[src/rtl/usb_nrzi_pkg.sv]
package usb_nrzi_pkg;

    typedef enum logic [1:0] {
        SYM_J   = 2'b00,
        SYM_K   = 2'b01,
        SYM_SE0 = 2'b10,
        SYM_SE1 = 2'b11
    } line_sym_t;

    typedef enum logic [1:0] {
        ST_IDLE = 2'b00,
        ST_DATA = 2'b01,
        ST_EOP  = 2'b10
    } dec_state_t;

    typedef struct packed {
        logic bit_valid;
        logic bit_data;
        logic stuff;
        logic eop;
        logic stuff_err;
        logic line_err;
    } dec_out_t;

    localparam dec_out_t DEC_OUT_NONE = '0;

endpackage

[src/rtl/usb_nrzi_prevsym.sv]
module usb_nrzi_prevsym
    import usb_nrzi_pkg::*;
(
    input  logic      clk,
    input  logic      rst_n,
    input  logic      restart,
    input  logic      advance,
    input  line_sym_t sym,
    output logic      same_as_prev
);

    line_sym_t prev_q;

    // Idle line state is J, so the reference restarts at J.
    always_ff @(posedge clk or negedge rst_n) begin
        if (!rst_n) begin
            prev_q <= SYM_J;
        end else if (restart) begin
            prev_q <= SYM_J;
        end else if (advance) begin
            prev_q <= sym;
        end
    end

    assign same_as_prev = (sym == prev_q);

    // only J or K may ever become the NRZI reference
    assert_ref_is_jk_R1: assert property (@(posedge clk) disable iff (!rst_n)
        advance |-> (sym == SYM_J || sym == SYM_K));

endmodule

[src/rtl/usb_nrzi_runlen.sv]
module usb_nrzi_runlen #(
    parameter int RUN_LIMIT = 6
) (
    input  logic clk,
    input  logic rst_n,
    input  logic clear,
    input  logic incr,
    output logic at_limit
);

    localparam int CNT_W = $clog2(RUN_LIMIT + 1);
    localparam logic [CNT_W-1:0] LIMIT_V = CNT_W'(RUN_LIMIT);

    logic [CNT_W-1:0] ones_q;

    always_ff @(posedge clk or negedge rst_n) begin
        if (!rst_n) begin
            ones_q <= '0;
        end else if (clear) begin
            ones_q <= '0;
        end else if (incr) begin
            ones_q <= ones_q + 1'b1;
        end
    end

    assign at_limit = (ones_q == LIMIT_V);

    // the run count never passes the stuffing limit
    assert_run_bounded_R3: assert property (@(posedge clk) disable iff (!rst_n)
        ones_q <= LIMIT_V);

    // a one at the limit is an error, never a further increment
    assert_no_incr_at_limit_R5: assert property (@(posedge clk) disable iff (!rst_n)
        incr |-> !at_limit);

endmodule

[src/rtl/usb_nrzi_unstuff.sv]
module usb_nrzi_unstuff
    import usb_nrzi_pkg::*;
#(
    parameter int RUN_LIMIT = 6
) (
    input  logic       clk,
    input  logic       rst_n,
    input  logic       sym_valid,
    input  logic [1:0] sym_code,
    input  logic       pkt_start,
    output logic       bit_valid,
    output logic       bit_data,
    output logic       stuff_pulse,
    output logic       eop_pulse,
    output logic       stuff_err,
    output logic       line_err
);

    dec_state_t state_q, state_d;
    dec_out_t   out_d, out_q;
    line_sym_t  sym_in;

    logic same_as_prev;
    logic at_limit;
    logic cnt_clear, cnt_incr;
    logic ref_restart, ref_advance;

    assign sym_in = line_sym_t'(sym_code);

    usb_nrzi_prevsym u_prevsym (
        .clk          (clk),
        .rst_n        (rst_n),
        .restart      (ref_restart),
        .advance      (ref_advance),
        .sym          (sym_in),
        .same_as_prev (same_as_prev)
    );

    usb_nrzi_runlen #(
        .RUN_LIMIT (RUN_LIMIT)
    ) u_runlen (
        .clk      (clk),
        .rst_n    (rst_n),
        .clear    (cnt_clear),
        .incr     (cnt_incr),
        .at_limit (at_limit)
    );

    // Next state, counter control and event decode
    always_comb begin
        state_d     = state_q;
        out_d       = DEC_OUT_NONE;
        cnt_clear   = 1'b0;
        cnt_incr    = 1'b0;
        ref_restart = 1'b0;
        ref_advance = 1'b0;

        if (pkt_start) begin
            // start: from any state, symbol in this cycle dropped
            state_d     = ST_DATA;
            cnt_clear   = 1'b1;
            ref_restart = 1'b1;
        end else if (sym_valid) begin
            unique case (state_q)
                ST_IDLE: begin
                    state_d = ST_IDLE;
                end
                ST_DATA: begin
                    unique case (sym_in)
                        SYM_J, SYM_K: begin
                            ref_advance = 1'b1;
                            if (same_as_prev) begin
                                if (at_limit) begin
                                    // stuff_fault
                                    out_d.stuff_err = 1'b1;
                                    cnt_clear       = 1'b1;
                                    state_d         = ST_IDLE;
                                end else begin
                                    out_d.bit_valid = 1'b1;
                                    out_d.bit_data  = 1'b1;
                                    cnt_incr        = 1'b1;
                                end
                            end else begin
                                cnt_clear = 1'b1;
                                if (at_limit) begin
                                    out_d.stuff = 1'b1;
                                end else begin
                                    out_d.bit_valid = 1'b1;
                                    out_d.bit_data  = 1'b0;
                                end
                            end
                        end
                        SYM_SE0: begin
                            // se0_seen
                            state_d = ST_EOP;
                        end
                        SYM_SE1: begin
                            // line_fault
                            out_d.line_err = 1'b1;
                            cnt_clear      = 1'b1;
                            state_d        = ST_IDLE;
                        end
                        default: state_d = ST_IDLE;
                    endcase
                end
                ST_EOP: begin
                    unique case (sym_in)
                        SYM_SE0: begin
                            // se0_hold
                            state_d = ST_EOP;
                        end
                        SYM_J: begin
                            // eop_done
                            out_d.eop   = 1'b1;
                            cnt_clear   = 1'b1;
                            ref_restart = 1'b1;
                            state_d     = ST_IDLE;
                        end
                        SYM_K, SYM_SE1: begin
                            // line_fault
                            out_d.line_err = 1'b1;
                            cnt_clear      = 1'b1;
                            state_d        = ST_IDLE;
                        end
                        default: state_d = ST_IDLE;
                    endcase
                end
                default: begin
                    state_d = ST_IDLE;
                end
            endcase
        end
    end

    // State register
    always_ff @(posedge clk or negedge rst_n) begin
        if (!rst_n) begin
            state_q <= ST_IDLE;
        end else begin
            state_q <= state_d;
        end
    end

    // Output register
    always_ff @(posedge clk or negedge rst_n) begin
        if (!rst_n) begin
            out_q <= DEC_OUT_NONE;
        end else begin
            out_q <= out_d;
        end
    end

    assign bit_valid   = out_q.bit_valid;
    assign bit_data    = out_q.bit_data;
    assign stuff_pulse = out_q.stuff;
    assign eop_pulse   = out_q.eop;
    assign stuff_err   = out_q.stuff_err;
    assign line_err    = out_q.line_err;

    // never two events in one cycle
    assert_single_event_R10: assert property (@(posedge clk) disable iff (!rst_n)
        $onehot0({bit_valid, stuff_pulse, eop_pulse, stuff_err, line_err}));

    // a data bit always follows a strobed symbol that was not a restart
    assert_bit_follows_sym_R1: assert property (@(posedge clk) disable iff (!rst_n)
        bit_valid |-> ($past(sym_valid) && !$past(pkt_start)));

    // idle symbols leave every output low
    assert_idle_quiet_R9: assert property (@(posedge clk) disable iff (!rst_n)
        (state_q == ST_IDLE && sym_valid && !pkt_start) |=>
        !(bit_valid || stuff_pulse || eop_pulse || stuff_err || line_err));

    // end of packet only from a J seen while waiting in ST_EOP
    assert_eop_from_j_R7: assert property (@(posedge clk) disable iff (!rst_n)
        eop_pulse |-> ($past(state_q) == ST_EOP && $past(sym_code) == 2'b00));

    // line errors only arise from a symbol inside a packet
    assert_line_err_cause_R8: assert property (@(posedge clk) disable iff (!rst_n)
        line_err |-> ($past(sym_valid) && $past(state_q) != ST_IDLE));

    // a restart leaves the machine in ST_DATA
    assert_start_enters_data_R11: assert property (@(posedge clk) disable iff (!rst_n)
        pkt_start |=> (state_q == ST_DATA));

endmodule

[config.mk]
export PLATFORM = sky130hd
export DESIGN_NAME = usb_nrzi_unstuff
export DESIGN_NICKNAME = d
export VERILOG_FILES = /design/src/rtl/usb_nrzi_pkg.sv /design/src/rtl/usb_nrzi_prevsym.sv /design/src/rtl/usb_nrzi_runlen.sv /design/src/rtl/usb_nrzi_unstuff.sv
export SDC_FILE = /design/constraint.sdc
export NUM_CORES = 1
export LEC_CHECK = 0
export BUFFER_PORTS_ARGS = -buffer_cell sky130_fd_sc_hd__buf_2
export CAP_MARGIN = 10
export CORE_MARGIN = 5
export CORE_UTILIZATION = 45
export DETAILED_ROUTE_END_ITERATION = 7
export HOLD_SLACK_MARGIN = 0.12
export PLACE_DENSITY = 0.7
export SLEW_MARGIN = 20
export SYNTH_ARGS = -nofsm -noshare
export SYNTH_HDL_FRONTEND = slang
export SYNTH_SLANG_ARGS = --single-unit
export TNS_END_PERCENT = 30
[constraint.sdc]
create_clock -name clk -period 1.6 [get_ports clk]
set_input_delay 0.16 -clock clk [delete_from_list [all_inputs] [get_ports clk]]
set_output_delay 0.16 -clock clk [all_outputs]
set_load 0.1 [all_outputs]
==> summary.md <==
| Metric | Value |
|---|---|
| Post-detail-place hpwl | 930 µm |
| Final wirelength | 1.41 mm |
| Unrepaired setup endpoints after global routing | true |
| Syn Nets | 76 |
| GRT Residual Overflow | 0 |
| Num rows | 14 |
| CTS tree | done |
| Synth-to-Final Area Change | 24.7% |
| Final WS setup | 0.0136 ns |
| Final Hold Vio Count | 0 |
| Io pins | 12 |
| Num CTS Buffers | 3 |
| GRT Overall Usage | 11.1% |
| Core area | 1490 µm² |
| Setup CP Type | reg2reg |
| Post-DRT Antenna Nets | 0 |
| Fin. max-slew vios | 0 |
| Finished Layout Cells | 102 |
| Die area | 2450 µm² |
| DRT iter0 DRCs | 7 |
| Share of the synthesized area in the top cell type | 46.3% |
| P_leak | 0.442 nW |
| CP Max Fanout | 5 |
| Gp weighted congestion | 0.795 |
| Ys Warns | 0 |
| Period utilization | 99.1% |
| Global-route wire length before repair | 2.12 mm |
| Max_cap viols | 0 |
| Count leader, synth | dfrtp_1 |
| Req. time, crit path | 1.80 ns |
| Worst Path Arrival | 1.79 ns |
| Largest net degree at the start of global routing | 14 |
| Crit. End Element | register |
| Hold path startpoint | pkt_start |
| Layout Nets | 97 |
| Worst slew pin tran | 0.492 ns |
| Placed cell area | 786 µm² |
| Die Width | 49.5 µm |
| Pre-CTS WS | 0.0124 ns |
| Final Setup Violations | 0 |
| FF-to-FF Start | state_q[1] |
| Fmax | 630 MHz |
| Clock slew at reported path FFs | 0.08 ns |
| Worst IR Drop VDD | 315 µV |
| Root Buffer | clkbuf_4 |
| Predominant post-synthesis flop cell | dfrtp_1 |
| Num Clock Sinks | 13 |
| Startpoint types | register |
| Setup TNS | 0 ns |
| Post-synth EDFFs | 0 |
| Unique cell type count in the Yosys netlist | 29 |
| Filler cell count | 118 |
| Power Density | 767 nW/µm² |
| DRC | 0 |
| Type of the worst min-delay path | in2reg |
| Crit path time final | 1.59 ns |
| Async set-reset flop share out of synthesis | 100% |
| H-tree levels | 1 |
| Synth top cells by count | dfrtp_1 (13), inv_1 (6), ha_1 (4), nor2_1 (4) |
| Mapped cell area | 703 µm² |
| TritonRoute pass-1 iters | 4 |
| Post-Synthesis Cells | 66 |
| Worst-Skew Late Latency | 0.27 ns |
| Worst-case clock buffer depth | 2 |
| Initial antenna violation count | 0 |
| Via Count | 538 |
| Worst setup path startpoint | state_q[1] |
| Layout cell share with drive strength beyond 1 | 33.7% |
| Initial Util | 47.2% |
| DR WL/cell | 13.8 µm |
| Sequential Area | 325 µm² |
| Antenna cells | 0 |
| Port buffer count | 11 |
| Clock Skew | 0.00133 ns |
| Synth Area per Inst | 10.7 µm² |
| Power, Total | 0.673 mW |
| Synth Register Bits | 13 |
| Vias in the first global route | 513 |
| Slew HR | 67.5% |
| Top cells by area, synth | dfrtp_1 (46%), ha_1 (7.1%), xnor2_2 (4.6%) |
| Outcome | finished, final reports clean |
| Cell area after layout | 877 µm² |
| Cell total after placement | 94 |
| Vias/cell | 5.27 |
| Post-synthesis sequential area ratio | 46.3% |
| Multi-input combinational cell area | 388 µm² |
| Area leader, netlist | dfrtp_1 |
| Die Ht | 49.5 µm |
[metrics by stage]
step	utilization (%)	hold WS (ns)
floorplan	-	-0.136
global placement	52.8	0.0580
detailed placement	52.8	0.0590
CTS	55.2	0.150
global route	58.9	0.164
finish	58.9	0.157
[area by class of cell]
cell class,instances,share of cell area [%]
Multi-Input combinational cell,47,44.2
Sequential cell,13,37.1
Timing Repair Buffer,16,10.8
Clock buffer,4,3.00
Inverter,6,2.57
Tap cell,16,2.28
[critical path, cell delays in order, from the launching register on]
cell	delay, ns
dfrtp_1	0.41
inv_2	0.08
ha_4	0.16
and4bb_1	0.25
nand4_1	0.20
or2_1	0.30
a21oi_2	0.11
[logic make-up (layout without fill, tap and decap cells)]
| logic type | count (synthesis) | in the layout | synth area share (%) |
|---|---|---|---|
| simple gates | 27 | 27 | 24.0 |
| compound gates | 13 | 13 | 13.5 |
| flops | 13 | 13 | 46.3 |
| buf+inv | 6 | 26 | 3.20 |
| fa+ha+maj | 4 | 4 | 7.12 |
| xor+xnor | 3 | 3 | 5.87 |
[metal layers]
| layer | vias to the layer above | track usage [%] | wire, µm |
|---|---|---|---|
| li1 | 273 | - | - |
| met4 | 0 | 6.11 | 8 |
| met5 | - | 0 | 0 |
| met3 | 2 | 3.01 | 72 |
| met2 | 10 | 16.5 | 692 |
| met1 | 253 | 14.3 | 635 |
[timing repair]
item | CTS | global route
setup endpoints to repair | 1 | 3
setup buffers | 0 | 3
hold buffers | 1 | 0
pin swaps | 1 | 2
endpoints found under the hold margin | 13 | 0
gates resized for setup | 0 | 8
[power breakdown]
group	internal (mW)	leakage [nW]	switching [mW]
Clock	0.0964	0.0150	0.103
Combinational	0.0566	0.250	0.0763
Sequential	0.335	0.177	0.00504
Total	0.488	0.442	0.185
[placed cells by master (no fill, tap or decap), types with 3 or more instances in the layout]
cell type	Yosys	routed
o21ai_0	3	3
buf_4	0	4
ha_1	4	3
nor2_1	4	4
nor3_1	3	3
clkbuf_4	0	3
buf_2	0	11
inv_1	6	5
dfrtp_1	13	13
[final timing paths]
check | to | slack [ns] | cells after the start
max | u_runlen.ones_q[1] | 0.01 | 6
min | u_prevsym.prev_q[0] | 0.16 | 2
max reg2reg | u_runlen.ones_q[1] | 0.01 | 6
min reg2reg | state_q[0] | 0.52 | 1
max in group asynchronous | state_q[0] | 1.08 | 2
min in group asynchronous | stuff_err | 0.30 | 2
[state kept, by name (all words and copies together), names as in the netlist]
register / flops
u_runlen.ones_q: 3
state_q: 2
u_prevsym.prev_q: 2
bit_data: 1
bit_valid: 1
eop_pulse: 1
line_err: 1
stuff_err: 1
stuff_pulse: 1
Note: power is estimated with default switching activity, not from simulation.
